<file path="src/rtl/spec_gate_pkg.sv">
`timescale 1ns/1ps
package spec_gate_pkg;
  // Which source currently drives the external bus.
  typedef enum logic [1:0] {
    SRC_IDLE = 2'd0,
    SRC_NORM = 2'd1,
    SRC_DEV  = 2'd2
  } bus_src_e;
endpackage

</file>
<file path="src/rtl/spec_gate_region.sv">
`timescale 1ns/1ps
// Address classifier: device when inside any inclusive window.
module spec_gate_region #(
  parameter int ADDR_W = 32,
  parameter int NWIN   = 2
) (
  input  logic [ADDR_W-1:0]      addr,
  input  logic [NWIN*ADDR_W-1:0] win_base,
  input  logic [NWIN*ADDR_W-1:0] win_limit,
  output logic                   is_dev
);
  logic [NWIN-1:0] hit;

  for (genvar w = 0; w < NWIN; w++) begin : g_win
    logic [ADDR_W-1:0] lo, hi;
    assign lo     = win_base[w*ADDR_W +: ADDR_W];
    assign hi     = win_limit[w*ADDR_W +: ADDR_W];
    assign hit[w] = (addr >= lo) && (addr <= hi);
  end

  assign is_dev = |hit;
endmodule

</file>
<file path="src/rtl/spec_gate_pend.sv">
`timescale 1ns/1ps
// Holding buffer for device accesses awaiting commit.
module spec_gate_pend #(
  parameter int ADDR_W = 32,
  parameter int DATA_W = 32,
  parameter int TAG_W  = 4,
  parameter int DEPTH  = 4,
  localparam int CNT_W = $clog2(DEPTH + 1)
) (
  input  logic              clk,
  input  logic              rst_q_n,
  input  logic              push,
  input  logic [ADDR_W-1:0] push_addr,
  input  logic [DATA_W-1:0] push_wdata,
  input  logic              push_write,
  input  logic [TAG_W-1:0]  push_tag,
  input  logic              head_valid,
  input  logic [TAG_W-1:0]  head_tag,
  input  logic              flush_valid,
  input  logic [TAG_W-1:0]  flush_tag,
  input  logic              pop,
  output logic              full,
  output logic              rel_valid,
  output logic [ADDR_W-1:0] rel_addr,
  output logic [DATA_W-1:0] rel_wdata,
  output logic              rel_write,
  output logic [CNT_W-1:0]  cnt
);
  logic [DEPTH-1:0]  vld_q, vld_n, kill, match, sel_oh, ld;
  logic [ADDR_W-1:0] addr_q  [DEPTH];
  logic [DATA_W-1:0] wdata_q [DEPTH];
  logic              write_q [DEPTH];
  logic [TAG_W-1:0]  tag_q   [DEPTH];
  logic [TAG_W-1:0]  flush_age;

  assign flush_age = flush_tag - head_tag;

  // Per-entry squash and commit match.
  for (genvar i = 0; i < DEPTH; i++) begin : g_ent
    logic [TAG_W-1:0] ent_age;
    assign ent_age  = tag_q[i] - head_tag;
    assign kill[i]  = vld_q[i] && flush_valid && (ent_age >= flush_age);
    assign match[i] = vld_q[i] && head_valid && (tag_q[i] == head_tag) && !kill[i];
  end

  // Single release select, lowest index wins.
  always_comb begin
    sel_oh = '0;
    for (int i = 0; i < DEPTH; i++) begin
      if (match[i] && (sel_oh == '0)) sel_oh[i] = 1'b1;
    end
  end

  always_comb begin
    rel_addr  = '0;
    rel_wdata = '0;
    rel_write = 1'b0;
    for (int i = 0; i < DEPTH; i++) begin
      if (sel_oh[i]) begin
        rel_addr  = rel_addr  | addr_q[i];
        rel_wdata = rel_wdata | wdata_q[i];
        rel_write = rel_write | write_q[i];
      end
    end
  end

  assign rel_valid = |sel_oh;
  assign full      = &vld_q;

  // Allocation into lowest free slot.
  always_comb begin
    ld = '0;
    for (int i = 0; i < DEPTH; i++) begin
      if (push && !vld_q[i] && (ld == '0)) ld[i] = 1'b1;
    end
  end

  // Next state of occupancy (R7: leave only on handshake).
  always_comb begin
    vld_n = (vld_q & ~kill & ~(sel_oh & {DEPTH{pop}})) | ld;
  end

  always_comb begin
    cnt = '0;
    for (int i = 0; i < DEPTH; i++) cnt = cnt + CNT_W'(vld_q[i]);
  end

  always_ff @(posedge clk or negedge rst_q_n) begin
    if (!rst_q_n) vld_q <= '0;
    else          vld_q <= vld_n;
  end

  for (genvar i = 0; i < DEPTH; i++) begin : g_pay
    always_ff @(posedge clk) begin
      if (ld[i]) begin
        addr_q[i]  <= push_addr;
        wdata_q[i] <= push_wdata;
        write_q[i] <= push_write;
        tag_q[i]   <= push_tag;
      end
    end
  end
endmodule

</file>
<file path="src/rtl/spec_dev_gate.sv">
`timescale 1ns/1ps
module spec_dev_gate
  import spec_gate_pkg::*;
#(
  parameter int ADDR_W = 32,
  parameter int DATA_W = 32,
  parameter int TAG_W  = 4,
  parameter int DEPTH  = 4,
  parameter int NWIN   = 2,
  localparam int CNT_W = $clog2(DEPTH + 1)
) (
  input  logic                   clk,
  input  logic                   rst_n,
  input  logic                   req_valid,
  output logic                   req_ready,
  input  logic [ADDR_W-1:0]      req_addr,
  input  logic [DATA_W-1:0]      req_wdata,
  input  logic                   req_write,
  input  logic [TAG_W-1:0]       req_tag,
  input  logic                   cmt_head_valid,
  input  logic [TAG_W-1:0]       cmt_head_tag,
  input  logic                   flush_valid,
  input  logic [TAG_W-1:0]       flush_tag,
  input  logic [NWIN*ADDR_W-1:0] win_base,
  input  logic [NWIN*ADDR_W-1:0] win_limit,
  output logic                   bus_valid,
  input  logic                   bus_ready,
  output logic [ADDR_W-1:0]      bus_addr,
  output logic [DATA_W-1:0]      bus_wdata,
  output logic                   bus_write,
  output logic                   bus_dev
);
  // Reset: asserted asynchronously, released on the clock.
  logic [1:0] rst_sync_q;
  logic       rst_q_n;

  always_ff @(posedge clk or negedge rst_n) begin
    if (!rst_n) rst_sync_q <= 2'b00;
    else        rst_sync_q <= {rst_sync_q[0], 1'b1};
  end
  assign rst_q_n = rst_sync_q[1];

  logic              req_is_dev, kill_in, full, push, pop, rel_valid, rel_write;
  logic [ADDR_W-1:0] rel_addr;
  logic [DATA_W-1:0] rel_wdata;
  logic [CNT_W-1:0]  cnt;
  logic [TAG_W-1:0]  req_age, fl_age;
  bus_src_e          src;

  spec_gate_region #(.ADDR_W(ADDR_W), .NWIN(NWIN)) region_i (
    .addr(req_addr), .win_base(win_base), .win_limit(win_limit), .is_dev(req_is_dev)
  );

  // Squash of the incoming request.
  assign req_age = req_tag - cmt_head_tag;
  assign fl_age  = flush_tag - cmt_head_tag;
  assign kill_in = flush_valid && (req_age >= fl_age);

  assign push = req_valid && req_is_dev && !full && !kill_in;

  spec_gate_pend #(.ADDR_W(ADDR_W), .DATA_W(DATA_W), .TAG_W(TAG_W), .DEPTH(DEPTH)) pend_i (
    .clk(clk), .rst_q_n(rst_q_n),
    .push(push), .push_addr(req_addr), .push_wdata(req_wdata),
    .push_write(req_write), .push_tag(req_tag),
    .head_valid(cmt_head_valid), .head_tag(cmt_head_tag),
    .flush_valid(flush_valid), .flush_tag(flush_tag),
    .pop(pop), .full(full), .rel_valid(rel_valid),
    .rel_addr(rel_addr), .rel_wdata(rel_wdata), .rel_write(rel_write), .cnt(cnt)
  );

  // Bus source: released device access first, then pass-through.
  always_comb begin
    if (rel_valid)                               src = SRC_DEV;
    else if (req_valid && !req_is_dev && !kill_in) src = SRC_NORM;
    else                                         src = SRC_IDLE;
  end

  always_comb begin
    bus_valid = (src != SRC_IDLE);
    bus_dev   = (src == SRC_DEV);
    if (src == SRC_DEV) begin
      bus_addr  = rel_addr;
      bus_wdata = rel_wdata;
      bus_write = rel_write;
    end else begin
      bus_addr  = req_addr;
      bus_wdata = req_wdata;
      bus_write = req_write;
    end
  end

  assign pop = (src == SRC_DEV) && bus_ready;

  // Ready: device by buffer space; squashed normal absorbed.
  always_comb begin
    if (req_is_dev)     req_ready = !full;
    else if (kill_in)   req_ready = 1'b1;
    else if (rel_valid) req_ready = 1'b0;
    else                req_ready = bus_ready;
  end
endmodule

</file>
<file path="config.mk">
export PLATFORM = sky130hd
export DESIGN_NAME = spec_dev_gate
export DESIGN_NICKNAME = d
export VERILOG_FILES = /design/src/rtl/spec_gate_pkg.sv /design/src/rtl/spec_gate_region.sv /design/src/rtl/spec_gate_pend.sv /design/src/rtl/spec_dev_gate.sv
export SDC_FILE = /design/constraint.sdc
export NUM_CORES = 1
export LEC_CHECK = 0
export BUFFER_PORTS_ARGS = -buffer_cell sky130_fd_sc_hd__buf_2
export CAP_MARGIN = 20
export CORE_MARGIN = 2
export CORE_UTILIZATION = 41
export CTS_CLUSTER_SIZE = 10
export DETAILED_ROUTE_END_ITERATION = 12
export MAX_ROUTING_LAYER = met4
export SLEW_MARGIN = 20
export SYNTH_ARGS = -nofsm -noshare
export SYNTH_HDL_FRONTEND = slang
export SYNTH_SLANG_ARGS = --single-unit
</file>
<file path="constraint.sdc">
create_clock -name clk -period 5.1 [get_ports clk]
set_input_delay 0.765 -clock clk [delete_from_list [all_inputs] [get_ports clk]]
set_output_delay 0.765 -clock clk [all_outputs]
set_load 0.05 [all_outputs]
</file>
Yosys cells after proc, flatten, opt, wreduce, memory -nomap -nowiden
Memories as Yosys holds them, arrays and structs flattened.
Cells that the tools add are included.
{"block": "totals", "wordCells": 185, "output_inout_bits": 68, "mem_count": 4, "mem_bits_rw": 276, "ff_bits": 6, "inputBits": 211}
{"name": "pend_i.addr_q", "words": 4, "width": 32, "rd": 4, "rd_ports_with_merged_regs": 0, "write_ports": 1, "line_no": "spec_gate_pend.sv:30", "text": "logic [ADDR_W-1:0] addr_q [DEPTH];"}
{"name": "pend_i.wdata_q", "words": 4, "width": 32, "rd": 4, "rd_ports_with_merged_regs": 0, "write_ports": 1, "line_no": "spec_gate_pend.sv:31", "text": "logic [DATA_W-1:0] wdata_q [DEPTH];"}
{"name": "pend_i.tag_q", "words": 4, "width": 4, "rd": 4, "rd_ports_with_merged_regs": 0, "write_ports": 1, "line_no": "spec_gate_pend.sv:33", "text": "logic [TAG_W-1:0] tag_q [DEPTH];"}
{"name": "pend_i.write_q", "words": 4, "width": 1, "rd": 4, "rd_ports_with_merged_regs": 0, "write_ports": 1, "line_no": "spec_gate_pend.sv:32", "text": "logic write_q [DEPTH];"}
{"block": "classes", "n_lt_le_gt_ge": 9, "n_mux": 72, "eq_ne": 5, "n_reduce_logical": 70, "bitwise": 17, "addsub": 6}
{"operator": "two-way mux 32 bit", "count": 16}
{"operator": "OR 32 bit", "count": 6}
{"operator": "OR reduction 32 bit", "count": 6}
{"operator": "greater-or-equal comparator 32 bit", "count": 2}
{"operator": "less-or-equal comparator 32 bit", "count": 2}
{"operator": "two-way mux 1 bit", "count": 40}
{"operator": "logical AND 1 bit", "count": 39}
{"operator": "two-way mux 2 bit", "count": 13}
{"operator": "subtractor 4 bit", "count": 6}
{"operator": "greater-or-equal comparator 4 bit", "count": 5}
{"operator": "equality test 4 bit", "count": 4}
{"operator": "OR reduction 4 bit", "count": 4}
{"operator": "bitwise AND 4 bit", "count": 3}
{"operator": "two-way mux 4 bit", "count": 3}
{"operator": "logical NOT 1 bit", "count": 11}
{"operator": "inverter 4 bit", "count": 2}
{"operator": "logical NOT 3 bit", "count": 2}
{"operator": "logical NOT 2 bit", "count": 2}
{"operator": "OR 4 bit", "count": 1}
{"operator": "AND reduction 4 bit", "count": 1}
{"operator": "OR 1 bit", "count": 3}
{"operator": "OR reduction 1 bit", "count": 3}
{"operator": "equality test 2 bit, second input constant", "count": 1}
{"operator": "inverter 1 bit", "count": 2}
{"operator": "other kinds (2)", "count": 2}

Longest topological paths before layout
An unclocked memory read counts as a cell.
{"block": "depth", "depth_word": 24, "mapped_depth": 16}

Hierarchy
From an unflattened synthesis, not the netlist that was laid out.
{"block": "unflattened", "hier_cells": 1394, "area_unflattened_um2": 16149.2}
{"module": "spec_gate_pend", "area_per_inst_um2": 11609.9, "cells_per_inst": 827, "instances": 1}
{"module": "spec_gate_region", "area_per_inst_um2": 3173.0, "cells_per_inst": 445, "instances": 1}
{"module": "spec_dev_gate", "area_per_inst_um2": 1366.3, "cells_per_inst": 122, "instances": 1}

Least setup slack after synthesis
Ideal clock, no wire load.
{"block": "synth_timing", "path_kind": "input to register", "startpoint": "input cmt_head_tag[1]", "endpoint": "memory pend_i.addr_q[3][0], enable pin", "t_arrival_ps": 9147, "stages": 9, "n_path_buf": 0, "setup_ps": 666, "t_required_ps": 4434, "setup_slack_ps": -4714, "path_cell_list": "inv_1 > ha_1 > a21o_1 > a21oi_1 > xnor2_1 > ha_1 > a21oi_1 > o21ai_1 > nor4_1"}
{"block": "synth_via", "elab_chain_cells": 20, "word_cells_on_any_way": 37, "cone_classes": "add/sub: 2; order compare: 1; mux: 18; bitwise: 1; reduce/logical: 15"}
{"element": "start: declaration", "line_no": "spec_dev_gate.sv:21", "text": "input logic [TAG_W-1:0] cmt_head_tag,"}
{"element": "subtractor 4 bit (on tied branches)", "line_no": "spec_dev_gate.sv:55, spec_dev_gate.sv:56"}
{"element": "greater-or-equal comparator 4 bit *", "line_no": "spec_dev_gate.sv:57", "text": "assign kill_in = flush_valid && (req_age >= fl_age);"}
{"element": "logical AND 1 bit *", "line_no": "spec_dev_gate.sv:57"}
{"element": "logical NOT 1 bit *", "line_no": "spec_dev_gate.sv:59", "text": "assign push = req_valid && req_is_dev && !full && !kill_in;"}
{"element": "logical AND 1 bit *", "line_no": "spec_dev_gate.sv:59"}
{"element": "logical AND 1 bit", "line_no": "spec_gate_pend.sv:74", "text": "if (push && !vld_q[i] && (ld == '0)) ld[i] = 1'b1;"}
{"element": "two-way mux 1 bit", "line_no": "spec_gate_pend.sv:74"}
{"element": "inverter 1 bit", "line_no": "spec_gate_pend.sv:74"}
{"element": "[5 not listed]"}
{"element": "logical NOT 3 bit", "line_no": "spec_gate_pend.sv:74"}
{"element": "logical AND 1 bit *", "line_no": "spec_gate_pend.sv:74"}
{"element": "two-way mux 1 bit *", "line_no": "spec_gate_pend.sv:74"}
{"element": "named net pend_i.ld[3]", "line_no": "spec_gate_pend.sv:29", "text": "logic [DEPTH-1:0] vld_q, vld_n, kill, match, sel_oh, ld;"}
{"element": "two-way mux 1 bit *", "line_no": "spec_gate_pend.sv:95", "text": "if (ld[i]) begin"}
{"element": "two-way mux 1 bit (implied by the code) *", "line_no": "spec_gate_pend.sv:96", "text": "addr_q[i] <= push_addr;"}
{"element": "OR reduction 32 bit (no source line)"}
{"element": "two-way mux 2 bit (no source line) or two-way mux 1 bit (tied branches)"}
{"element": "end: declaration", "line_no": "spec_gate_pend.sv:30"}
The timed path passes the listed nets; every way through them passes the cells marked *.

Worst setup path in the final report
{"block": "layout_timing", "startpoint": "input cmt_head_tag[1]", "endpoint": "output bus_wdata[5]"}
{"block": "layout_via", "elab_chain_cells": 19, "word_cells_on_any_way": 56, "cone_classes": "add/sub: 6; order compare: 5; eq/ne: 5; mux: 11; bitwise: 4; reduce/logical: 25"}
{"element": "subtractor 4 bit (on tied branches)", "line_no": "spec_gate_pend.sv:41, spec_gate_pend.sv:36, spec_dev_gate.sv:56"}
{"element": "greater-or-equal comparator 4 bit", "line_no": "spec_gate_pend.sv:42", "text": "assign kill[i] = vld_q[i] && flush_valid && (ent_age >= flush_age);"}
{"element": "logical AND 1 bit", "line_no": "spec_gate_pend.sv:42"}
{"element": "logical NOT 1 bit", "line_no": "spec_gate_pend.sv:43", "text": "assign match[i] = vld_q[i] && head_valid && (tag_q[i] == head_tag) && !kill[i];"}
{"element": "logical AND 1 bit", "line_no": "spec_gate_pend.sv:43"}
{"element": "two-way mux 1 bit", "line_no": "spec_gate_pend.sv:50", "text": "if (match[i] && (sel_oh == '0)) sel_oh[i] = 1'b1;"}
{"element": "inverter 1 bit", "line_no": "spec_gate_pend.sv:50"}
{"element": "logical AND 1 bit", "line_no": "spec_gate_pend.sv:50"}
{"element": "[3 not listed]"}
{"element": "two-way mux 1 bit", "line_no": "spec_gate_pend.sv:50"}
{"element": "logical NOT 3 bit", "line_no": "spec_gate_pend.sv:50"}
{"element": "logical AND 1 bit", "line_no": "spec_gate_pend.sv:50"}
{"element": "two-way mux 1 bit", "line_no": "spec_gate_pend.sv:50"}
{"element": "OR reduction 4 bit", "line_no": "spec_gate_pend.sv:67", "text": "assign rel_valid = |sel_oh;"}
{"element": "two-way mux 2 bit", "line_no": "spec_dev_gate.sv:73", "text": "if (rel_valid) src = SRC_DEV;"}
{"element": "equality test 2 bit", "line_no": "spec_dev_gate.sv:81", "text": "if (src == SRC_DEV) begin"}
{"element": "two-way mux 32 bit *", "line_no": "spec_dev_gate.sv:81"}
{"element": "end: declaration", "line_no": "spec_dev_gate.sv:29", "text": "output logic [DATA_W-1:0] bus_wdata,"}
Mark *: on every way between the ends. The rest lies on a longest branch, timed or not.

==> summary.md <==
| Metric | Value |
|---|---|
| Final period utilization | `0.972` |
| Global-route wire length before repair | `between 60000 and 70000 um` |
| Leading area contributor after synthesis | `edfxtp_1` |
| ANT cells | `0` |
| Fin nets | `2106` |
| Worst flop-to-flop path endpoint | `pend_i.vld_q[3]` |
| Flops & latches, synth | `282` |
| Critical path class | `primary input to output pin` |
| CTS tree | `done` |
| Status | `finished, final reports clean` |
| VDD IR-drop max | `~0.00023 V` |
| Tightest Pin Transition | `~760 ps` |
| Avg Cell Area, Syn | `11.1 um2` |
| Number of max-cap violations | `0` |
| Psw | `roughly 1700 uW` |
| Max Fanout on Critical Path | `5` |
| Area of the multi-input gates | `0.00640 mm2` |
| RSZ-0062 raised after global routing | `yes` |
| Root Buffer | `clkbuf_16` |
| R2R Path Start | `pend_i.tag_q[0][0]` |
| Filler instances | `~3.4k` |
| First drt pass iteration count | `5` |
| YS warnings | `0` |
| Register-to-Register Setup Slack | `around 1700 ps` |
| Clk buf depth | `3` |
| Worst setup EP type | `output pin` |
| Max-slew violations | `0` |
| Layout cells sized above 1 | `0.239` |
| Height of the die | `198 um` |
| R2r worst-path depth | `18` |
| Cell Count, Final, Fillers Out | `2242` |
| Cell Pwr Density | `between 300 and 400 mW/mm2` |
| Internal power | `approximately 4300 uW` |
| Vias per cell | `5.36` |
| DR DRC count | `0` |
| Placed Instances | `between 2k and 2.5k` |
| Hold Path Class | `primary input to async pin` |
| CTS buffer count | `34` |
| Die X | `198 um` |
| Vias in the first global route | `~12k` |
| DR WL/cell | `20.2 um` |
| Hold buffer count at cts | `0` |
| Die area | `between 0.03 and 0.04 mm2` |
| Largest net degree at the start of global routing | `67` |
| Post-synth ARST share | `0.0213` |
| Syn Nets | `between 1.5k and 2k` |
| Post-synth cell types | `54` |
| Worst Path Arrival | `~4200 ps` |
| I/O pin cnt | `between 200 and 300` |
| Headroom to the max-slew limit | `0.484` |
| Detailed placement HPWL | `approximately 30000 um` |
| GPL Wtd Cong | `between 0.9 and 1` |
| Tot GR Track Use | `0.228` |
| LEAKAGE | `0.00794 uW` |
| Prevailing post-synth register cell | `edfxtp_1` |
| Area delta synth->final | `25.0%` |
| Worst EP required | `between 4000 and 5000 ps` |
| Final setup fails | `0` |
| Register Area | `about 0.0084 mm2` |
| Endpoints failing hold | `0` |
| DRT Wirelength | `between 40000 and 50000 um` |
| Tmin final | `4960 ps` |
| Post-synth top cells | `276 x edfxtp_1, 166 x ha_1, 166 x nand2_1` |
| Register area share after synthesis | `0.545` |
| Cell with the most instances after synthesis | `edfxtp_1` |
| Overall power | `between 5000 and 6000 uW` |
| Site Rows | `about 70` |
| Sink Count | `282` |
| Number of buffers added on ports | `~280` |
| Clk_lat worst skew | `about 500 ps` |
| Total core area | `roughly 0.037 mm2` |
| Vias | `between 10k and 15k` |
| Seq pwr share | `0.459` |
| Clock transition at path regs | `approximately 60 ps` |
| DRT iter0 DRCs | `just over 800` |
| Skew final | `a little over 7 ps` |
| Sw Share | `0.279` |
| Comb power frac | `0.193` |
| Clock power frac | `0.347` |
| Startpoint Class | `primary input` |
| Post-synth top area share | `0.535` |
| Total gr overflow | `0` |
| Dominant cells by area after synthesis | `edfxtp_1 53%, ha_1 13%, a21o_1 4.5%, nand2_1 4.0%, inv_1 3.6%` |
| Starting density of the core | `0.414` |
| Initial antenna violation count | `0` |
| Mapped Area | `approximately 0.015 mm2` |
| Mapped Cells | `around 1.4k` |
| Detail Route Antenna Nets | `0` |
| Number of synthesized flops with an enable pin | `about 280` |
| F_max | `around 0.20 GHz` |
| H-tree depth | `2` |
-- metal layers --
metal | share of wire | wire [um] | global-route usage
met3 | 0.061 | 2760 | 0.0300
met2 | 0.48 | 21700 | 0.378
met1 | 0.43 | 19600 | 0.294
met5 | 0 | 0 | -
met4 | 0.029 | 1300 | 0.0685
-- cells in the final DEF (no fill, tap or decap), drive strengths merged, types with 4 or more instances in the layout --
master | netlist | final
nand2b | 6 | 6
nor2 | 76 | 76
nor3 | 10 | 10
fa | 6 | 6
nand4 | 23 | 23
a21oi | 52 | 52
o21ai | 80 | 80
nand2 | 166 | 166
xor2 | 13 | 13
or2 | 4 | 4
o211ai | 5 | 5
clkinv | 0 | 4
a21o | 92 | 92
ha | 166 | 166
and4 | 6 | 6
inv | 148 | 149
nand3 | 83 | 83
a211oi | 7 | 7
a221oi | 4 | 4
clkbuf | 35 | 59
dfrtp | 6 | 6
a31oi | 68 | 68
buf | 25 | 324
edfxtp | 276 | 276
nor4 | 4 | 4
xnor2 | 5 | 5
-- flip-flops by register name, summed over array words and instances, names as in the netlist --
| name | count |
|---|---|
| pend_i.addr_q | 128 |
| pend_i.wdata_q | 128 |
| pend_i.tag_q | 16 |
| pend_i.vld_q | 4 |
| pend_i.write_q | 4 |
| rst_sync_q | 2 |
-- area by class of cell --
type / count / share of cell area
repair buffers: 345 / 0.125
flip-flops and latches: 282 / 0.436
inverters: 148 / 0.0289
well taps: 511 / 0.0330
clock buffers: 38 / 0.0447
clock inverters: 6 / 0.00233
multi-input cells: 912 / 0.331
-- power by group through the flow --
stage / combinational, uW / sequential, uW / clock [uW]
after floorplan: 680 / 2780 / 0
after global placement: 1080 / 2790 / 0
after detailed placement: 1100 / 2790 / 0
after CTS: 1110 / 2740 / 2120
after global routing: 1270 / 2750 / 2210
final: 1160 / 2740 / 2080
-- cells by family after synthesis --
| family | count (synthesis) | share of synthesized area |
|---|---|---|
| fa+ha+maj | 172 | 0.142 |
| mux | 1 | 0.000646 |
| other cells | 1 | 0.000242 |
| xor+xnor | 18 | 0.0102 |
| simple gates | 387 | 0.112 |
| compound gates | 333 | 0.138 |
| flops | 282 | 0.545 |
| buf+inv | 208 | 0.0532 |
-- worst max-delay path, stage by stage --
cell and delay (ps):
buf_4 100, clkinvlp_4 130, buf_4 160, ha_1 280, a21o_1 170, a21oi_2 170
xnor2_2 100, buf_6 150, ha_1 260, nand2_1 50, o211ai_1 350, nor3_4 90
buf_6 150, nor3_4 210, buf_6 180, buf_12 110, clkbuf_16 140, o21ai_0 80
a31oi_1 270, buf_4 260
-- how the worst max path moves through the flow --
stage	startpoint	cells after the start	end	slack (ps)
global placement	cmt_head_tag[1]	15	bus_addr[19]	-30
finish	cmt_head_tag[1]	20	bus_wdata[5]	140
detailed placement	cmt_head_tag[1]	15	bus_addr[19]	-40
CTS	cmt_head_tag[1]	17	bus_wdata[18]	1
floorplan	cmt_head_tag[1]	8	pend_i.addr_q[3][0]	1
global route	cmt_head_tag[1]	20	bus_wdata[16]	-80
-- metrics by stage --
stage	util	TNS [ps]	cell area [um2]	hold WS, ps	setup slack, ps
after global routing	0.518	-1950	19400	26.1	-76.7
after global placement	0.479	-25.1	17900	81.4	-25.1
after floorplan	-	0	15600	40.3	0.996
final	0.518	0	19400	33.8	144
after detailed placement	0.479	-51.0	17900	87.1	-40.6
after CTS	0.504	0	18900	23.7	1.32
-- repair_timing --
action / 4_1_cts / 5_1_grt
gates resized for setup: 9 / 86
endpoints found under the setup margin: 9 / 66
hold endpoints to repair: 0 / 0
cloned: 0 / 7
setup buffers: 0 / 15
pin swaps: 0 / 15
No activity file was read; power rests on OpenSTA's default activity.
